## src/rtl/rdgap_pkg.sv

```systemverilog
`timescale 1ns/1ps
package rdgap_pkg;
  localparam int unsigned NUM_CS_DEF = 8;
  localparam int unsigned CNT_W_DEF  = 2;
  localparam int unsigned STRIDE_DEF = 4;
  localparam int unsigned REG_W_DEF  = 32;
endpackage

```

## src/rtl/rdgap_rst_sync.sv

```systemverilog
`timescale 1ns/1ps
module rdgap_rst_sync #(
  parameter int unsigned STAGES = 2
) (
  input  logic clk,
  input  logic rst_n,
  output logic rst_sync_n
);
  logic [STAGES-1:0] sync_q;
  logic [STAGES-1:0] sync_d;

  always_comb begin
    sync_d = {sync_q[STAGES-2:0], 1'b1};
  end

  always_ff @(posedge clk or negedge rst_n) begin
    if (!rst_n) sync_q <= '0;
    else        sync_q <= sync_d;
  end

  assign rst_sync_n = sync_q[STAGES-1];
endmodule

```

## src/rtl/rdgap_cfg.sv

```systemverilog
`timescale 1ns/1ps
module rdgap_cfg #(
  parameter int unsigned NUM_CS = rdgap_pkg::NUM_CS_DEF,
  parameter int unsigned CNT_W  = rdgap_pkg::CNT_W_DEF,
  parameter int unsigned STRIDE = rdgap_pkg::STRIDE_DEF,
  parameter int unsigned REG_W  = rdgap_pkg::REG_W_DEF,
  localparam int unsigned FLAT_W = NUM_CS * CNT_W
) (
  input  logic              clk,
  input  logic              rst_n,
  input  logic              we_i,
  input  logic [REG_W-1:0]  wdata_i,
  output logic [REG_W-1:0]  rdata_o,
  output logic [FLAT_W-1:0] fields_o
);
  logic [FLAT_W-1:0] field_q;
  logic [FLAT_W-1:0] field_d;

  for (genvar g = 0; g < NUM_CS; g++) begin : g_field
    always_comb begin
      field_d[g*CNT_W +: CNT_W] = we_i ? wdata_i[g*STRIDE +: CNT_W]
                                       : field_q[g*CNT_W +: CNT_W];
    end
  end

  // Field flops: reset to all ones, the longest turnaround.
  always_ff @(posedge clk or negedge rst_n) begin
    if (!rst_n) field_q <= '1;
    else        field_q <= field_d;
  end

  always_comb begin
    rdata_o = '0;
    for (int i = 0; i < NUM_CS; i++) begin
      rdata_o[i*STRIDE +: CNT_W] = field_q[i*CNT_W +: CNT_W];
    end
  end

  assign fields_o = field_q;

  function automatic logic [REG_W-1:0] used_mask();
    logic [REG_W-1:0] m;
    m = '0;
    for (int i = 0; i < NUM_CS; i++) m[i*STRIDE +: CNT_W] = '1;
    return m;
  endfunction
  localparam logic [REG_W-1:0] USED = used_mask();

  // reserved positions read back as zero
  p_rsvd_zero_r2: assert property (@(posedge clk) disable iff (!rst_n)
    (rdata_o & ~USED) == '0);
  // configuration holds without a write
  p_cfg_hold_r10: assert property (@(posedge clk) disable iff (!rst_n)
    !we_i |=> $stable(fields_o));
  // a write appears at the read-back one cycle later
  p_cfg_take_r10: assert property (@(posedge clk) disable iff (!rst_n)
    we_i |=> ((rdata_o & USED) == ($past(wdata_i) & USED)));
endmodule

```

## src/rtl/rdgap_sel.sv

```systemverilog
`timescale 1ns/1ps
module rdgap_sel #(
  parameter int unsigned NUM_CS = rdgap_pkg::NUM_CS_DEF,
  parameter int unsigned CNT_W  = rdgap_pkg::CNT_W_DEF,
  localparam int unsigned CS_W  = $clog2(NUM_CS),
  localparam int unsigned FLAT_W = NUM_CS * CNT_W
) (
  input  logic [FLAT_W-1:0] fields_i,
  input  logic [CS_W-1:0]   cs_i,
  output logic [CNT_W-1:0]  cnt_o
);
  always_comb begin
    cnt_o = '0;
    for (int i = 0; i < NUM_CS; i++) begin
      if (cs_i == CS_W'(i)) cnt_o = fields_i[i*CNT_W +: CNT_W];
    end
  end
endmodule

```

## src/rtl/rdgap_timer.sv

```systemverilog
`timescale 1ns/1ps
module rdgap_timer #(
  parameter int unsigned CNT_W = rdgap_pkg::CNT_W_DEF
) (
  input  logic             clk,
  input  logic             rst_n,
  input  logic             load_i,
  input  logic [CNT_W-1:0] load_val_i,
  output logic             gap_o
);
  logic [CNT_W-1:0] rem_q;
  logic [CNT_W-1:0] rem_d;
  logic             rem_en;

  always_comb begin
    rem_en = load_i || (rem_q != '0);
    rem_d  = rem_q;
    if (load_i)              rem_d = load_val_i;
    else if (rem_q != '0)    rem_d = rem_q - CNT_W'(1);
  end

  always_ff @(posedge clk or negedge rst_n) begin
    if (!rst_n)      rem_q <= '0;
    else if (rem_en) rem_q <= rem_d;
  end

  assign gap_o = (rem_q != '0);

  // a read end loads the sampled count
  p_load_r3: assert property (@(posedge clk) disable iff (!rst_n)
    load_i |=> (rem_q == $past(load_val_i)));
  // the gap shortens by one each cycle
  p_countdown_r3: assert property (@(posedge clk) disable iff (!rst_n)
    (!load_i && gap_o) |=> (rem_q == $past(rem_q) - CNT_W'(1)));
  // no reload keeps an idle timer idle
  p_idle_hold_r5: assert property (@(posedge clk) disable iff (!rst_n)
    (!load_i && !gap_o) |=> !gap_o);
endmodule

```

## src/rtl/rdgap_ctrl.sv

```systemverilog
`timescale 1ns/1ps
module rdgap_ctrl #(
  parameter int unsigned NUM_CS = rdgap_pkg::NUM_CS_DEF,
  parameter int unsigned CNT_W  = rdgap_pkg::CNT_W_DEF,
  parameter int unsigned STRIDE = rdgap_pkg::STRIDE_DEF,
  parameter int unsigned REG_W  = rdgap_pkg::REG_W_DEF,
  localparam int unsigned CS_W  = $clog2(NUM_CS),
  localparam int unsigned FLAT_W = NUM_CS * CNT_W
) (
  input  logic             clk,
  input  logic             rst_n,
  input  logic             cfg_we,
  input  logic [REG_W-1:0] cfg_wdata,
  output logic [REG_W-1:0] cfg_rdata,
  input  logic             acc_done,
  input  logic             acc_read,
  input  logic [CS_W-1:0]  acc_cs,
  input  logic             start_req,
  output logic             start_gnt,
  input  logic             busy_in,
  output logic             busy_out
);
  logic              rst_s_n;
  logic [FLAT_W-1:0] fields;
  logic [CNT_W-1:0]  sel_cnt;
  logic              rd_end;
  logic              gap;

  rdgap_rst_sync #(.STAGES(2)) u_rst (
    .clk(clk), .rst_n(rst_n), .rst_sync_n(rst_s_n)
  );

  rdgap_cfg #(.NUM_CS(NUM_CS), .CNT_W(CNT_W), .STRIDE(STRIDE), .REG_W(REG_W)) u_cfg (
    .clk(clk), .rst_n(rst_s_n), .we_i(cfg_we), .wdata_i(cfg_wdata),
    .rdata_o(cfg_rdata), .fields_o(fields)
  );

  rdgap_sel #(.NUM_CS(NUM_CS), .CNT_W(CNT_W)) u_sel (
    .fields_i(fields), .cs_i(acc_cs), .cnt_o(sel_cnt)
  );

  assign rd_end = acc_done && acc_read;

  rdgap_timer #(.CNT_W(CNT_W)) u_tmr (
    .clk(clk), .rst_n(rst_s_n), .load_i(rd_end), .load_val_i(sel_cnt), .gap_o(gap)
  );

  always_comb begin
    start_gnt = start_req && !gap;
    busy_out  = busy_in || gap;
  end

  // no grant while the gap runs
  p_gnt_block_r6: assert property (@(posedge clk) disable iff (!rst_s_n)
    gap |-> !start_gnt);
  // upstream busy always passes through
  p_busy_pass_r7: assert property (@(posedge clk) disable iff (!rst_s_n)
    busy_in |-> busy_out);
  // zero count leaves the next cycle open
  p_zero_gap_r4: assert property (@(posedge clk) disable iff (!rst_s_n)
    (rd_end && sel_cnt == '0) |=> !gap);
  // a non-zero count opens a gap next cycle
  p_open_gap_r3: assert property (@(posedge clk) disable iff (!rst_s_n)
    (rd_end && sel_cnt != '0) |=> (gap && busy_out && !start_gnt));
  // a write end starts nothing
  p_write_nogap_r5: assert property (@(posedge clk) disable iff (!rst_s_n)
    (acc_done && !acc_read && !gap) |=> !gap);
endmodule

```

## config.mk

```make
export PLATFORM = sky130hd
export DESIGN_NAME = rdgap_ctrl
export DESIGN_NICKNAME = d
export VERILOG_FILES = /design/src/rtl/rdgap_pkg.sv /design/src/rtl/rdgap_rst_sync.sv /design/src/rtl/rdgap_cfg.sv /design/src/rtl/rdgap_sel.sv /design/src/rtl/rdgap_timer.sv /design/src/rtl/rdgap_ctrl.sv
export SDC_FILE = /design/constraint.sdc
export NUM_CORES = 1
export LEC_CHECK = 0
export BUFFER_PORTS_ARGS = -buffer_cell sky130_fd_sc_hd__buf_2
export CAP_MARGIN = 15
export CORE_MARGIN = 4
export CORE_UTILIZATION = 43
export DETAILED_ROUTE_END_ITERATION = 7
export GPL_TIMING_DRIVEN = 0
export PLACE_DENSITY = 0.84
export SYNTH_ARGS = -nofsm -noshare
export SYNTH_HDL_FRONTEND = slang
export SYNTH_SLANG_ARGS = --single-unit
```

## constraint.sdc

```tcl
create_clock -name clk -period 1.5 [get_ports clk]
set_clock_uncertainty 0.05 [all_clocks]
set_input_delay 0.075 -clock clk [delete_from_list [all_inputs] [get_ports clk]]
set_output_delay 0.075 -clock clk [all_outputs]
set_load 0.01 [all_outputs]
```

# Word level (Yosys, flattened, before mapping)
# Cells that the tools add are included.
# word_totals
ff_bits	20
in_bits	42
output_inout_bits	34
wordCells	30
# op_classes
addsub	1
eq_ne	7
n_mux	10
reduce_logical	9
# ops
operator	count
2-bit 2-to-1 mux	10
3-bit == test, second input constant	4
3-bit by 2-bit == test with 1-bit output, second input constant	2
2-bit nonzero test	2
3-bit by 1-bit == test with 1-bit output, second input constant	1
3-bit logical NOT	1
1-bit logical AND	2
1-bit logical OR	2
2-bit AND reduction	1
2-bit by 1-bit subtractor with 2-bit output, second input constant	1
1-bit logical NOT	1

# Logic depth before layout (Yosys ltp)
# logic_depth
depth_word	10
depth_mapped	5

# Hierarchy
# Synthesis repeated with hierarchy kept, for this count alone.
# unflattened
hier_cells	111
hier_area_um2	1303.8
# modules_own_cells
mod	instances	cells_each	area_each_um2	seq_area_each_um2
rdgap_cfg	1	67	913.4	420.4
rdgap_sel	1	25	195.2	0.0
rdgap_timer	1	13	120.1	50.0
rdgap_rst_sync	1	3	53.8	50.0
rdgap_ctrl	1	3	21.3	0.0

# Worst setup path after synthesis
# OpenSTA, ideal clock, no wires.
# synth_timing
path_type	register -> register
startpoint	register u_cfg.field_q[6] (netlist: u_cfg.fields_o[6])
endpoint	register u_tmr.rem_q[0]
setup_ns	0.128
arrival_time_ns	1.026
path_slack_ns	0.296
path_stages_with_launch	4
path_buffers	0
period_less_slack_ns	1.204
cell_sequence	dfstp_2 > mux4_2 > mux2i_1 > o22ai_1
# synth_via
elab_chain_cells	6
# synth_lines
element	line_no	rtl
start, declared	rdgap_cfg.sv:16	logic [FLAT_W-1:0] field_q;
start signal, assigned	rdgap_cfg.sv:29	else field_q <= field_d;
2-bit 2-to-1 mux (5 in series)	rdgap_sel.sv:15	if (cs_i == CS_W'(i)) cnt_o = fields_i[i*CNT_W +: CNT_W];
2-bit 2-to-1 mux	rdgap_timer.sv:18	if (load_i) rem_d = load_val_i;
end signal, assigned	rdgap_timer.sv:24	else if (rem_en) rem_q <= rem_d;
end, declared	rdgap_timer.sv:11	logic [CNT_W-1:0] rem_q;
# Every way passes these cells.
# A chain may end at the register's enable or synchronous reset.

# Worst setup path in the final report
# layout_timing
startpoint	register u_tmr.rem_q[0]
endpoint	output start_gnt
# layout_via
elab_chain_cells	3
# layout_lines
element	line_no	rtl
2-bit nonzero test	rdgap_timer.sv:27	assign gap_o = (rem_q != '0);
1-bit logical NOT	rdgap_ctrl.sv:49	start_gnt = start_req && !gap;
1-bit logical AND	rdgap_ctrl.sv:49	
end, declared	rdgap_ctrl.sv:19	output logic start_gnt,
# Every way passes these cells.

==> impl_metrics.json <==
{
  "status": "finished clean",
  "core_um2": 2280,
  "cts_made_buffers": 3,
  "drt_first_pass_iters": 2,
  "ys_seq_area_share_pct": 49.6,
  "rr_worst_depth": 3,
  "drtIter0Drc": 2,
  "power_switching_uw": 435,
  "pwr-share-seq_pct": 43.7,
  "worstMarginPinSlew_ns": 0.679,
  "grt_max_degree": 19,
  "vias": 842,
  "finalSetupTns_ns": 0,
  "die_w_um": 57.4,
  "drive_gt1_share_pct": 60.1,
  "grt_pass1_vias": 823,
  "avgSynthCellArea_um2": 12.2,
  "dpl.hpwl_mm": 1.68,
  "clockBufferDepth": 2,
  "yosysWarningCount": 0,
  "cts_tree": "done",
  "r2r-start": "u_cfg.fields_o[4]",
  "antenna_cells": 0,
  "drv_cap": 0,
  "power_density_nw_per_um2": 1020,
  "h-tree-depth": 1,
  "critPathLaunchType": "flop",
  "gp_congestion": 0.717,
  "vias_per_cell": 4.41,
  "num_rows": 17,
  "relSlewSlack_pct": 54.7,
  "cts_root_buffer": "clkbuf_4",
  "max_freq_ghz": 0.732,
  "final_cell_mix": "43 x buf_2, 17 x conb_1, 17 x dlygate4sd3_1",
  "syn_inst": 86,
  "criticalPathCategory": "flop to primary output",
  "power_leakage_uw": 0.000781,
  "min_path_type": "input pin to async pin",
  "io_pins": 76,
  "worst_setup_path_end_kind": "primary output",
  "pwr-share-comb_pct": 29.1,
  "area_delta_synth_final_pct": 49.8,
  "portBuffers": 41,
  "r2r_setup_slack_ns": 0.24,
  "critPathRequiredTime_ns": 1.37,
  "p_sw_share_pct": 27.1,
  "track_usage_pct": 14.5,
  "fin_nets": 207,
  "rsz0062_at_grt": "false",
  "ant_nets": 0,
  "die_area_um2": 3290,
  "wirelength_mm": 2.26,
  "r2r_end": "u_tmr.rem_q[0]",
  "slew_viol_final": 0,
  "grt_pass1_wl_mm": 3.75,
  "grt_overflow": 0,
  "pwr-share-clk_pct": 27.2,
  "ys_types": 24,
  "wl_per_cell_um": 11.8,
  "hold_viol_final": 0,
  "antenna_found_initial": 0,
  "die_y_um": 57.4,
  "utilization_pct": 69.0,
  "fin_crit_ns": 1.37,
  "cp.arrival_ns": 1.24,
  "p_int_uw": 1170,
  "crit_start": "u_tmr.rem_q[0]",
  "drc": 0,
  "crit_path_end": "start_gnt",
  "crit_fanout": 5,
  "yosys_register_bits": 20,
  "setup_viol": 0,
  "syn_area_um2": 1050,
  "path_clk_slew_ns": 0.11,
  "period_share_pct": 91.1,
  "clk_latency_ns": 0.30,
  "start_util_pct": 46.1,
  "layout_commonest_cell": "buf_2",
  "post_cts_buffers": 0,
  "irDropWorstVdd_mv": 0.887,
  "cts.sinks": 20
}
==> power by group through the flow <==
stage | Clock (uW) | Sequential (uW) | Combinational (uW)
after global routing | 464 | 716 | 531
after detailed placement | 0 | 712 | 421
after floorplan | 0 | 725 | 270
after CTS | 442 | 703 | 466
after global placement | 0 | 706 | 405
final | 437 | 702 | 469
==> how the worst min path moves through the flow <==
stage / from / endpoint / slack, ns / cells past startpoint
5_1_grt: rst_n / u_rst.sync_q[0] / 0.01 / 2
4_1_cts: rst_n / u_rst.sync_q[0] / 0.006 / 2
6_report: rst_n / u_rst.sync_q[0] / 0.02 / 2
3_5_place_dp: rst_n / u_rst.sync_q[1] / -0.19 / 1
3_3_place_gp: rst_n / u_rst.sync_q[0] / -0.19 / 1
2_1_floorplan: rst_n / u_rst.sync_q[0] / -0.27 / 0
==> cell type report <==
cell class	count	area, um^2
Tap cell	28	35.0
Sequential cell	20	520
Fill cell	165	706
Buffer	19	141
Clock buffer	3	22.5
Clock inverter	1	30.0
Multi-Input combinational cell	59	434
Inverter	3	11.3
Timing Repair Buffer	58	375
==> state kept, by name, indices dropped and copies added (netlist names) <==
| register | flops |
|---|---|
| u_cfg.fields_o | 16 |
| u_rst.sync_q | 2 |
| u_tmr.rem_q | 2 |
==> stage by stage <==
stage,setup WS (ns),total power [uW],std cells,hold WS [ns],instance area [um^2]
after global placement,0.273,1110,170,-0.189,1350
final,0.134,1610,191,0.0207,1570
after detailed placement,0.259,1130,170,-0.189,1350
after global routing,0.0412,1710,191,0.0144,1570
after CTS,0.0876,1610,191,0.00611,1570
after floorplan,0.296,995,101,-0.271,1100
==> cell families (layout without fill, tap and decap cells) <==
family,count (synthesis),in the layout,share of synthesized area [%]
AO/OA/AOI/OAI,10,10,5.37
adder cells (fa/ha/maj),1,1,1.19
XOR/XNOR,1,1,0.835
other,2,17,0.716
AND/OR/NAND/NOR,9,9,4.54
buffers and inverters,22,84,14.6
multiplexers,21,21,23.2
flip-flops,20,20,49.6
==> cells in the mapped netlist <==
master | instances | area, um^2
buf_6 | 1 | 11.3
o22ai_1 | 2 | 12.5
xor2_1 | 1 | 8.76
ha_1 | 1 | 12.5
buf_2 | 2 | 10.0
a221oi_1 | 1 | 8.76
dfstp_2 | 16 | 420
nor2_1 | 1 | 3.75
dfrtp_1 | 4 | 100
mux4_2 | 1 | 22.5
o21ai_0 | 6 | 30.0
and2_1 | 1 | 6.26
a21oi_1 | 1 | 5.00
and2_0 | 1 | 6.26
mux2i_1 | 4 | 40.0
nand2_1 | 2 | 7.51
nand3_1 | 1 | 5.00
mux2_2 | 16 | 180
nor3_1 | 1 | 5.00
conb_1 | 2 | 7.51
inv_1 | 3 | 11.3
nand2b_1 | 1 | 6.26
nand3b_1 | 1 | 7.51
buf_4 | 16 | 120
==> per-layer routing <==
metal	up-vias	routed length (um)	GRT usage (%)	part of all wire, %
met3	5	316	5.66	14
met1	370	903	16.7	40
li1	416	-	-	-
met4	0	38	5.96	1.7
met5	-	0	0	0
met2	51	1010	24.0	44
==> critical path, stage by stage, from the launching register on <==
cell and delay, ns:
dfrtp_1 0.41, inv_1 0.07, ha_2 0.22, and2_1 0.13
buf_2 0.12
==> repair_timing <==
| action | 4_1_cts | 5_1_grt |
|---|---|---|
| endpoints found under the hold margin | 18 | 0 |
| hold buffers | 17 | 0 |
| gates resized for setup | 0 | 1 |
| endpoints found under the setup margin | 0 | 1 |
No activity file was read; power rests on OpenSTA's default activity.
